$ cat src/rtl/sar_conv_pkg.sv
package sar_conv_pkg;

  localparam int RES_W    = 10;
  localparam int NORM_CYC = 13;
  localparam int INIT_CYC = 25;
  localparam int PS_W     = 3;

  // software view of the control/status register, MSB first
  typedef struct packed {
    logic            en;
    logic            go;
    logic            ate;
    logic            flag;
    logic            ie;
    logic [PS_W-1:0] ps;
  } ctrl_reg_t;

endpackage

$ cat src/rtl/sar_prescale.sv
module sar_prescale #(
  parameter int PS_W = 3,
  localparam int CNT_W = (1 << PS_W) - 1
) (
  input  logic            clk_i,
  input  logic            rst_ni,
  input  logic            en_i,
  input  logic [PS_W-1:0] code_i,
  output logic            tick_o
);

  logic [CNT_W-1:0] cnt_q, cnt_d;
  logic [CNT_W-1:0] lim;

  // codes 0 and 1 both divide by two, higher codes by 2^code
  always_comb begin
    if (code_i < PS_W'(2)) lim = CNT_W'(1);
    else                   lim = CNT_W'((32'd1 << code_i) - 32'd1);
  end

  // ">=" keeps the divider from overrunning when the code shrinks mid-count
  assign tick_o = en_i && (cnt_q >= lim);

  always_comb begin
    if (!en_i || tick_o) cnt_d = '0;
    else                 cnt_d = cnt_q + 1'b1;
  end

  always_ff @(posedge clk_i or negedge rst_ni) begin
    if (!rst_ni) cnt_q <= '0;
    else         cnt_q <= cnt_d;
  end

endmodule

$ cat src/rtl/sar_engine.sv
module sar_engine #(
  parameter int RES_W    = 10,
  parameter int NORM_CYC = 13,
  parameter int INIT_CYC = 25,
  localparam int CYC_W   = $clog2(INIT_CYC),
  localparam int EXTRA   = INIT_CYC - NORM_CYC
) (
  input  logic             clk_i,
  input  logic             rst_ni,
  input  logic             tick_i,
  input  logic             start_i,
  input  logic             abort_i,
  input  logic             long_i,
  input  logic             chain_i,
  input  logic             cmp_i,
  output logic             busy_o,
  output logic             done_o,
  output logic             sample_o,
  output logic [RES_W-1:0] dac_o,
  output logic [RES_W-1:0] result_o
);

  logic             busy_q, busy_d;
  logic             long_q, long_d;
  logic [CYC_W-1:0] cyc_q, cyc_d;
  logic [RES_W-1:0] sar_q, sar_d;
  logic [RES_W-1:0] res_q, res_d;

  logic [CYC_W-1:0] off, last, rel;
  logic             in_win;
  logic [RES_W-1:0] trial;

  // the long conversion shifts every phase back by the init cycles
  assign off    = long_q ? CYC_W'(EXTRA) : '0;
  assign last   = off + CYC_W'(NORM_CYC - 1);
  assign rel    = cyc_q - off;
  assign in_win = busy_q && (cyc_q > off) && (rel <= CYC_W'(RES_W));

  // one trial bit per resolve cycle, MSB first
  for (genvar i = 0; i < RES_W; i++) begin : g_trial
    assign trial[i] = in_win && (rel == CYC_W'(RES_W - i));
  end

  assign done_o   = busy_q && tick_i && !abort_i && (cyc_q == last);
  assign sample_o = busy_q && (cyc_q <= off);
  assign dac_o    = sar_q | trial;
  assign busy_o   = busy_q;
  assign result_o = res_q;

  always_comb begin
    busy_d = busy_q;
    long_d = long_q;
    cyc_d  = cyc_q;
    sar_d  = sar_q;
    res_d  = res_q;
    if (abort_i) begin
      busy_d = 1'b0;
    end else if (start_i && !busy_q) begin
      busy_d = 1'b1;
      long_d = long_i;
      cyc_d  = '0;
      sar_d  = '0;
    end else if (busy_q && tick_i) begin
      if (done_o) begin
        res_d = sar_q;
        if (chain_i) begin
          long_d = 1'b0;
          cyc_d  = '0;
          sar_d  = '0;
        end else begin
          busy_d = 1'b0;
        end
      end else begin
        cyc_d = cyc_q + 1'b1;
        sar_d = (sar_q & ~trial) | (trial & {RES_W{cmp_i}});
      end
    end
  end

  always_ff @(posedge clk_i or negedge rst_ni) begin
    if (!rst_ni) begin
      busy_q <= 1'b0;
      long_q <= 1'b0;
      cyc_q  <= '0;
      sar_q  <= '0;
      res_q  <= '0;
    end else begin
      busy_q <= busy_d;
      long_q <= long_d;
      cyc_q  <= cyc_d;
      sar_q  <= sar_d;
      res_q  <= res_d;
    end
  end

endmodule

$ cat src/rtl/sar_conv_ctrl.sv
module sar_conv_ctrl
  import sar_conv_pkg::*;
#(
  parameter int RES_W    = sar_conv_pkg::RES_W,
  parameter int NORM_CYC = sar_conv_pkg::NORM_CYC,
  parameter int INIT_CYC = sar_conv_pkg::INIT_CYC
) (
  input  logic             clk_i,
  input  logic             rst_ni,
  input  logic             reg_wr_i,
  input  logic [7:0]       reg_wdata_i,
  output logic [7:0]       reg_rdata_o,
  input  logic             free_run_i,
  input  logic             trig_i,
  input  logic             cmp_i,
  input  logic             irq_ack_i,
  input  logic             glob_ie_i,
  output logic             adc_clk_en_o,
  output logic             sample_o,
  output logic [RES_W-1:0] dac_o,
  output logic [RES_W-1:0] result_o,
  output logic             irq_o
);

  ctrl_reg_t       wr;
  ctrl_reg_t       rd;
  logic            en_q, en_d;
  logic            ate_q, ate_d;
  logic            ie_q, ie_d;
  logic            flag_q, flag_d;
  logic [PS_W-1:0] ps_q, ps_d;
  logic            init_q, init_d;
  logic            trig_q;

  logic tick, busy, done;
  logic abort, start_sw, start_hw, start, chain;

  assign wr = ctrl_reg_t'(reg_wdata_i);

  // software controls decoded from the write
  assign abort    = reg_wr_i && !wr.en;
  assign start_sw = reg_wr_i && wr.en && wr.go;
  assign start_hw = en_q && ate_q && !free_run_i && trig_i && !trig_q;
  assign start    = (start_sw || start_hw) && !busy;
  assign chain    = ate_q && free_run_i;

  sar_prescale #(.PS_W(PS_W)) u_presc (
    .clk_i  (clk_i),
    .rst_ni (rst_ni),
    .en_i   (en_q),
    .code_i (ps_q),
    .tick_o (tick)
  );

  sar_engine #(
    .RES_W    (RES_W),
    .NORM_CYC (NORM_CYC),
    .INIT_CYC (INIT_CYC)
  ) u_engine (
    .clk_i    (clk_i),
    .rst_ni   (rst_ni),
    .tick_i   (tick),
    .start_i  (start),
    .abort_i  (abort),
    .long_i   (!init_q),
    .chain_i  (chain),
    .cmp_i    (cmp_i),
    .busy_o   (busy),
    .done_o   (done),
    .sample_o (sample_o),
    .dac_o    (dac_o),
    .result_o (result_o)
  );

  always_comb begin
    en_d  = en_q;
    ate_d = ate_q;
    ie_d  = ie_q;
    ps_d  = ps_q;
    if (reg_wr_i) begin
      en_d  = wr.en;
      ate_d = wr.ate;
      ie_d  = wr.ie;
      ps_d  = wr.ps;
    end
    // completion outranks any clear in the same cycle
    if (done)                                flag_d = 1'b1;
    else if ((reg_wr_i && wr.flag) || irq_ack_i) flag_d = 1'b0;
    else                                     flag_d = flag_q;
    // initialization is owed again after every disable or abort
    if (!en_q || abort) init_d = 1'b0;
    else if (done)      init_d = 1'b1;
    else                init_d = init_q;
  end

  always_ff @(posedge clk_i or negedge rst_ni) begin
    if (!rst_ni) begin
      en_q   <= 1'b0;
      ate_q  <= 1'b0;
      ie_q   <= 1'b0;
      ps_q   <= '0;
      flag_q <= 1'b0;
      init_q <= 1'b0;
      trig_q <= 1'b0;
    end else begin
      en_q   <= en_d;
      ate_q  <= ate_d;
      ie_q   <= ie_d;
      ps_q   <= ps_d;
      flag_q <= flag_d;
      init_q <= init_d;
      trig_q <= trig_i;
    end
  end

  always_comb begin
    rd.en   = en_q;
    rd.go   = busy;
    rd.ate  = ate_q;
    rd.flag = flag_q;
    rd.ie   = ie_q;
    rd.ps   = ps_q;
  end

  assign reg_rdata_o  = rd;
  assign adc_clk_en_o = tick;
  assign irq_o        = flag_q && ie_q && glob_ie_i;

endmodule

$ cat config.mk
export PLATFORM = sky130hd
export DESIGN_NAME = sar_conv_ctrl
export DESIGN_NICKNAME = d
export VERILOG_FILES = /design/src/rtl/sar_conv_pkg.sv /design/src/rtl/sar_prescale.sv /design/src/rtl/sar_engine.sv /design/src/rtl/sar_conv_ctrl.sv
export SDC_FILE = /design/constraint.sdc
export NUM_CORES = 1
export LEC_CHECK = 0
export ABC_AREA = 1
export BUFFER_PORTS_ARGS = -buffer_cell sky130_fd_sc_hd__buf_2
export CELL_PAD_IN_SITES_DETAIL_PLACEMENT = 1
export CELL_PAD_IN_SITES_GLOBAL_PLACEMENT = 1
export CORE_ASPECT_RATIO = 1.5
export CORE_MARGIN = 5
export CORE_UTILIZATION = 38
export CTS_CLUSTER_DIAMETER = 50
export DETAILED_ROUTE_END_ITERATION = 7
export HOLD_SLACK_MARGIN = 0.05
export PLACE_DENSITY = 0.87
export SETUP_SLACK_MARGIN = 0.05
export SYNTH_ARGS = -nofsm -noshare
export SYNTH_HDL_FRONTEND = slang
export SYNTH_HIERARCHICAL = 1
export SYNTH_SLANG_ARGS = --single-unit
export TNS_END_PERCENT = 5
$ cat constraint.sdc
create_clock -name clk_i -period 2.1 [get_ports clk_i]
set_input_delay 0.21 -clock clk_i [delete_from_list [all_inputs] [get_ports clk_i]]
set_output_delay 0.21 -clock clk_i [all_outputs]
set_load 0.02 [all_outputs]
==> flow_summary.toml, run 1 <==
[synth]
ys.warnings.count = 6
ys_ff_latch = 43
async_reset_ff_share_pct = 100
synth_area_leader_cell = "dfrtp_1"
yosys.cell_count.top_type = "nand2_1"
synthDistinctLibCells = 37
synthFlopType = "dfrtp_1"
syn_avg_cell_area_um2 = 7.98
synth_top_cells_by_area = "dfrtp_1 (39%), nand2_1 (13%), ha_1 (6.7%), inv_1 (6.6%), nand3_2 (5.0%)"
synth_enable_flop_cells = 0
synth_top_area_share_pct = 38.5
seq_area_frac_synth_pct = 38.5
syn_inst = 350
synth_area_um2 = 2790
syn-num-nets = 382
ys_top_cells_by_count = "nand2_1 (93), inv_1 (49), dfrtp_1 (43)"

[worst_hold_path]
holdPathStages = 3
min_path_type = "in2reg"

[pwr]
switchingPower_mw = 1.43
power_leakage_nw = 1.96
power_density_nw_per_um2 = 878
p_comb_share_pct = 49.5
power_frac_seq_pct = 30.7
sw_frac_of_total_pct = 42.6
p_total_mw = 3.36
internal_power_mw = 1.93
clockPowerShare_pct = 19.8
peakVddDrop_mv = 0.481

[global_routing]
grt_pass1_wl_um = 15100
track_usage_pct = 21.2
grt_pass1_vias = 3122
antenna_found_initial = 0
grt_overflow = 0
grt_max_degree = 37

[clock_network]
htree_levels = 2
cts_num_sinks = 43
cts_buffers = 5
cts_tree = "done"
clkTransAtPathRegs_ns = 0.08
clock_path_buffers = 2
worst_skew_pair.late_latency_ns = 0.30
cts-root-buf = "clkbuf_8"

[die]
core_um2 = 7230
die_x_um = 80.0
io-pin-count = 47
rows = 38
die_h_um = 115
start_util_pct = 38.6
design.die.area_um2 = 9200

[drt]
wl_per_cell_um = 17.7
postRouteAntennaNets = 0
wl_um = 9650
vias = 2758
drcViolationCount = 0
drt_iter0_drc = 117
vias_per_cell = 5.07
firstDrtPassIters = 4

[critical_path]
cp_data_required_time_ns = 1.89
worstPathArrival_ns = 2.46
cp-start-kind = "flop"
end_kind = "primary output"
crit_type = "reg2out"
path_max_fanout = 5
r2r_cells = 15

[sta]
hold_viol = 0
setup_viol = 41
setup_tns_ns = -15.64
slew_violations = 0
rsz0062_at_grt = "yes"
min_period_ns = 2.67
fin_crit_sh_pct = 127
setup_ws_ns = -0.570
fmax_mhz = 375
max-slew-margin-rel_pct = 44.5
fin_skew_ns = 0.00516
tightestPinTransition_ns = 0.832

[flow_run]
drv_cap = 0

[layout]
nets = 475
area.sequential_um2 = 1080
diodes = 0
fillers = 894
area_growth_pct = 36.9
multi_input_area_um2 = 1490
drive_above_1_share_pct = 38.5

[placement]
hpwlAfterDp_um = 6220
post-place-ws_ns = -0.333
gp_congestion = 0.907
port_buffers = 46

[outcome]
status = "complete, but fails checks"
violations = "setup timing"
-- layout by cell type, fill, tap and decap left out, types with 11 or more instances in the layout --
| cell | netlist | routed |
|---|---|---|
| buf_2 | 2 | 34 |
| o21ai_0 | 16 | 13 |
| nor2_1 | 25 | 21 |
| ha_1 | 15 | 14 |
| buf_6 | 5 | 14 |
| inv_1 | 49 | 46 |
| nand3_2 | 14 | 11 |
| dfrtp_1 | 43 | 40 |
| nand2_2 | 2 | 12 |
| nand3_1 | 27 | 27 |
| buf_4 | 6 | 47 |
| nand2_1 | 93 | 81 |
-- sequential cells by signal, summed over array words and instances (netlist names) --
signal,flops
init_q,1
u_presc/cnt_q,7
ps_q,3
u_engine/result_o,10
trig_q,1
u_engine/busy_o,1
ate_q,1
flag_q,1
u_engine/sar_q,10
en_q,1
u_engine/long_q,1
ie_q,1
u_engine/cyc_q,5
-- path summary, 6_finish.rpt --
check / start / end / slack [ns]
max: u_engine/long_q / dac_o[7] / -0.57
min: reg_wdata_i[3] / ie_q / 0.11
max reg2reg: u_engine/long_q / u_engine/sar_q[9] / -0.44
min reg2reg: u_engine/result_o[4] / u_engine/result_o[4] / 0.50
max in group asynchronous: rst_ni / u_presc/cnt_q[1] / 0.96
min in group asynchronous: rst_ni / u_engine/result_o[8] / 0.54
-- metal layers --
metal / global-route usage, % / routed length (µm) / part of all wire (%)
met5: 0 / 0 / 0
met4: 8.79 / 278 / 2.9
met3: 2.90 / 303 / 3.1
met2: 42.9 / 5710 / 59
met1: 20.6 / 3350 / 35
-- area by class of cell --
| type | instances | area share (%) |
|---|---|---|
| clock buffer | 5 | 1.80 |
| clock inverter | 3 | 1.15 |
| inverter | 56 | 5.89 |
| multi-input combinational | 236 | 38.9 |
| sequential | 43 | 28.2 |
| tap | 100 | 3.27 |
| timing repair buffer | 101 | 20.8 |
-- worst max-delay path: stages, from the launching register on --
cell and delay (ns):
dfrtp_1 0.44, ha_4 0.19, fa_1 0.49, inv_2 0.12, nand2_2 0.07, nor2_4 0.11, nor2_2 0.06, nor2_2 0.15
buf_6 0.13, buf_12 0.12, nand3_4 0.08, nand2_4 0.09, buf_6 0.11
-- stage by stage --
step	utilization, %	hold WS [ns]	area [µm²]	std cells
final	52.9	0.114	3820	544
after global routing	52.9	0.129	3820	544
after CTS	51.8	0.0500	3750	539
after detailed placement	47.0	0.349	3390	522
after global placement	47.0	0.347	3390	522
after floorplan	-	-0.0856	2820	350
-- kinds of logic after synthesis --
family / count (synthesis) / synth area share (%)
and+or+nand+nor: 184 / 33.0
adders and majority gates: 16 / 7.44
xor gates and xnor gates: 6 / 1.88
other: 1 / 0.134
DFF: 43 / 38.5
AOI/OAI and AO/OA: 29 / 6.86
buffers and inverters: 71 / 12.1
-- repair_timing --
action,in CTS,in global routing
hold buffers,1,1
endpoints found under the setup margin,41,43
buffers inserted,6,5
gates resized for setup,42,15
cloned,2,0
pin swaps,7,9
hold endpoints to repair,34,1
-- power by group through the flow --
stage          registers (mW)  logic [mW]  clock network (mW)
2_1_floorplan            1.04       0.880                   0
3_3_place_gp             1.03        1.31                   0
3_5_place_dp             1.04        1.38                   0
4_1_cts                  1.02        1.53               0.675
5_1_grt                  1.04        1.77               0.720
6_report                 1.03        1.66               0.666
Power figures use the tool's default switching activity.
==> run 2: changes to the inputs <==
- clock period: 2.1 -> 2.31 ns (I/O delays scaled with it)
==> run 2 against run 1 <==
Net effect: the run still ends with setup timing left; worst hold slack improved by 0.0099 ns; routed wire length fell by 10%; register-to-register slack improved by 0.30 ns; global-route usage fell by 1.6 points; total power decreased by 14%; clock power down 8.4%; clock skew is 0.0019 ns higher; cell count is 4.4% lower; sequential share of layout area grew 1.6 points; non-clock buffer count down 24; die area stayed put; via count shrank 6.0%; largest power group unchanged.
==> flow_summary.toml, run 2 (same netlist as run 1, synthesis figures left out) <==
[sta]
rsz0062_at_grt = "yes"
setup_viol = 31
slew_violations = 0
setup_tns_ns = -4.36
min_period_ns = 2.65
fmax_mhz = 377
hold-worst-slack_ns = 0.124
fin_skew_ns = 0.00704
hold_viol = 0
setup_ws_ns = -0.340
fin_crit_sh_pct = 115

[clock_network]
cts-root-buf = "clkbuf_8"
cts_num_sinks = 43
worst_skew_pair.late_latency_ns = 0.31
htree_levels = 2
clock_path_buffers = 2
clkTransAtPathRegs_ns = 0.08
cts_tree = "done"
cts_buffers = 5

[layout]
multi_input_area_um2 = 1450
stdcell_count = 520
nets = 451
design_area_um2 = 3610
fillers = 906
final_common_cell = "nand2_1"
final_cell_mix = "nand2_1 (81), inv_1 (46), dfrtp_1 (40)"
area.sequential_um2 = 1080
area_growth_pct = 29.4
diodes = 0
drive_above_1_share_pct = 34.5

[placement]
dpl-instance-area_um2 = 3220
gp_congestion = 0.862
placed_cells = 501
hpwlAfterDp_um = 5810
port_buffers = 46

[drt]
vias = 2593
firstDrtPassIters = 4
drt_iter0_drc = 147
vias_per_cell = 4.99
postRouteAntennaNets = 0
wl_per_cell_um = 16.6
drcViolationCount = 0
wl_um = 8640

[critical_path]
path_max_fanout = 5
critPathMaxStageDelay_ns = 0.49
crit_type = "reg2out"
slowest_stage = "fa_1"
cp_data_required_time_ns = 2.08
critPathMostFrequentCell = "nor2_2"
path_buf_inv = 4
cp_top_family = "adder cells"
worstPathCellList = "ha_4, fa_1, inv_2, nand2_2, nor2_4, nor2_2, nor2_2, buf_4, buf_12, nand3_2, nand2_4, buf_6"
worstPathArrival_ns = 2.42
cp-start-kind = "flop"
end_kind = "primary output"

[die]
design.die.area_um2 = 9200
rows = 38
io-pin-count = 47
core_um2 = 7230
die_x_um = 80.0
die_h_um = 115
start_util_pct = 38.6

[outcome]
violations = "setup timing"
status = "complete, but fails checks"

[flow_run]
drv_cap = 0

[global_routing]
grt_pass1_wl_um = 14000
antenna_found_initial = 0
grt_max_degree = 22
grt_pass1_vias = 2880
grt_overflow = 0
track_usage_pct = 19.6

[worst_hold_path]
min_path_type = "in2reg"

[pwr]
power_density_nw_per_um2 = 802
power_leakage_nw = 1.84
p_total_mw = 2.90
peakVddDrop_mv = 0.476
[run 2: worst paths after layout]
check,start,endpoint,slack [ns],cells past startpoint
hold / removal,reg_wdata_i[3],ie_q,0.12,3
hold reg to reg,u_engine/sar_q[3],u_engine/sar_q[3],0.49,2
setup / recovery,u_engine/long_q,dac_o[9],-0.34,12
setup reg to reg,u_engine/long_q,u_engine/sar_q[7],-0.14,13
min in group asynchronous,rst_ni,u_engine/result_o[0],0.38,2
max in group asynchronous,rst_ni,ps_q[1],1.35,3
[run 2: worst register-to-register path, delay by kind of cell (launching register included)]
kind | cells | cell delay [ns]
buffers and inverters | 4 | 0.61
flip-flops | 1 | 0.43
AND/OR/NAND/NOR | 7 | 0.62
adder cells (fa/ha/maj) | 2 | 0.67
[run 2: per-layer routing]
metal / vias to the layer above / track usage [%] / share of wire [%]
li1: 1228 / - / -
met1: 1296 / 20.0 / 37
met2: 50 / 38.3 / 57
met3: 19 / 2.66 / 2.8
met4: 0 / 8.68 / 2.6
met5: - / 0 / 0
[run 2: where the power goes]
| group | switching (mW) | internal [mW] |
|---|---|---|
| clock network | 0.287 | 0.322 |
| registers | 0.113 | 0.834 |
| logic | 0.824 | 0.517 |
| total | 1.22 | 1.67 |
[run 2: per-stage QoR]
stage               setup WS, ns  util, %
CTS                       -0.348     49.3
finish                    -0.340     50.0
global placement          0.0111     44.6
global route              -0.419     50.0
floorplan                -0.0797        -
detailed placement        -0.111     44.6
[run 2: final cells by class]
cell class,instances,share of cell area (%)
inverters,56,6.23
repair buffers,77,17.1
multi-input cells,236,40.2
flip-flops and latches,43,29.9
clock buffers,5,1.90
well taps,100,3.46
clock inverters,3,1.21
[run 2: repair_timing]
item,4_1_cts,5_1_grt
hold endpoints to repair,18,0
hold buffers,2,0
cloned,2,0
endpoints found under the setup margin,41,41
pin swaps,9,5
buffers inserted,6,1
resized for setup,34,15
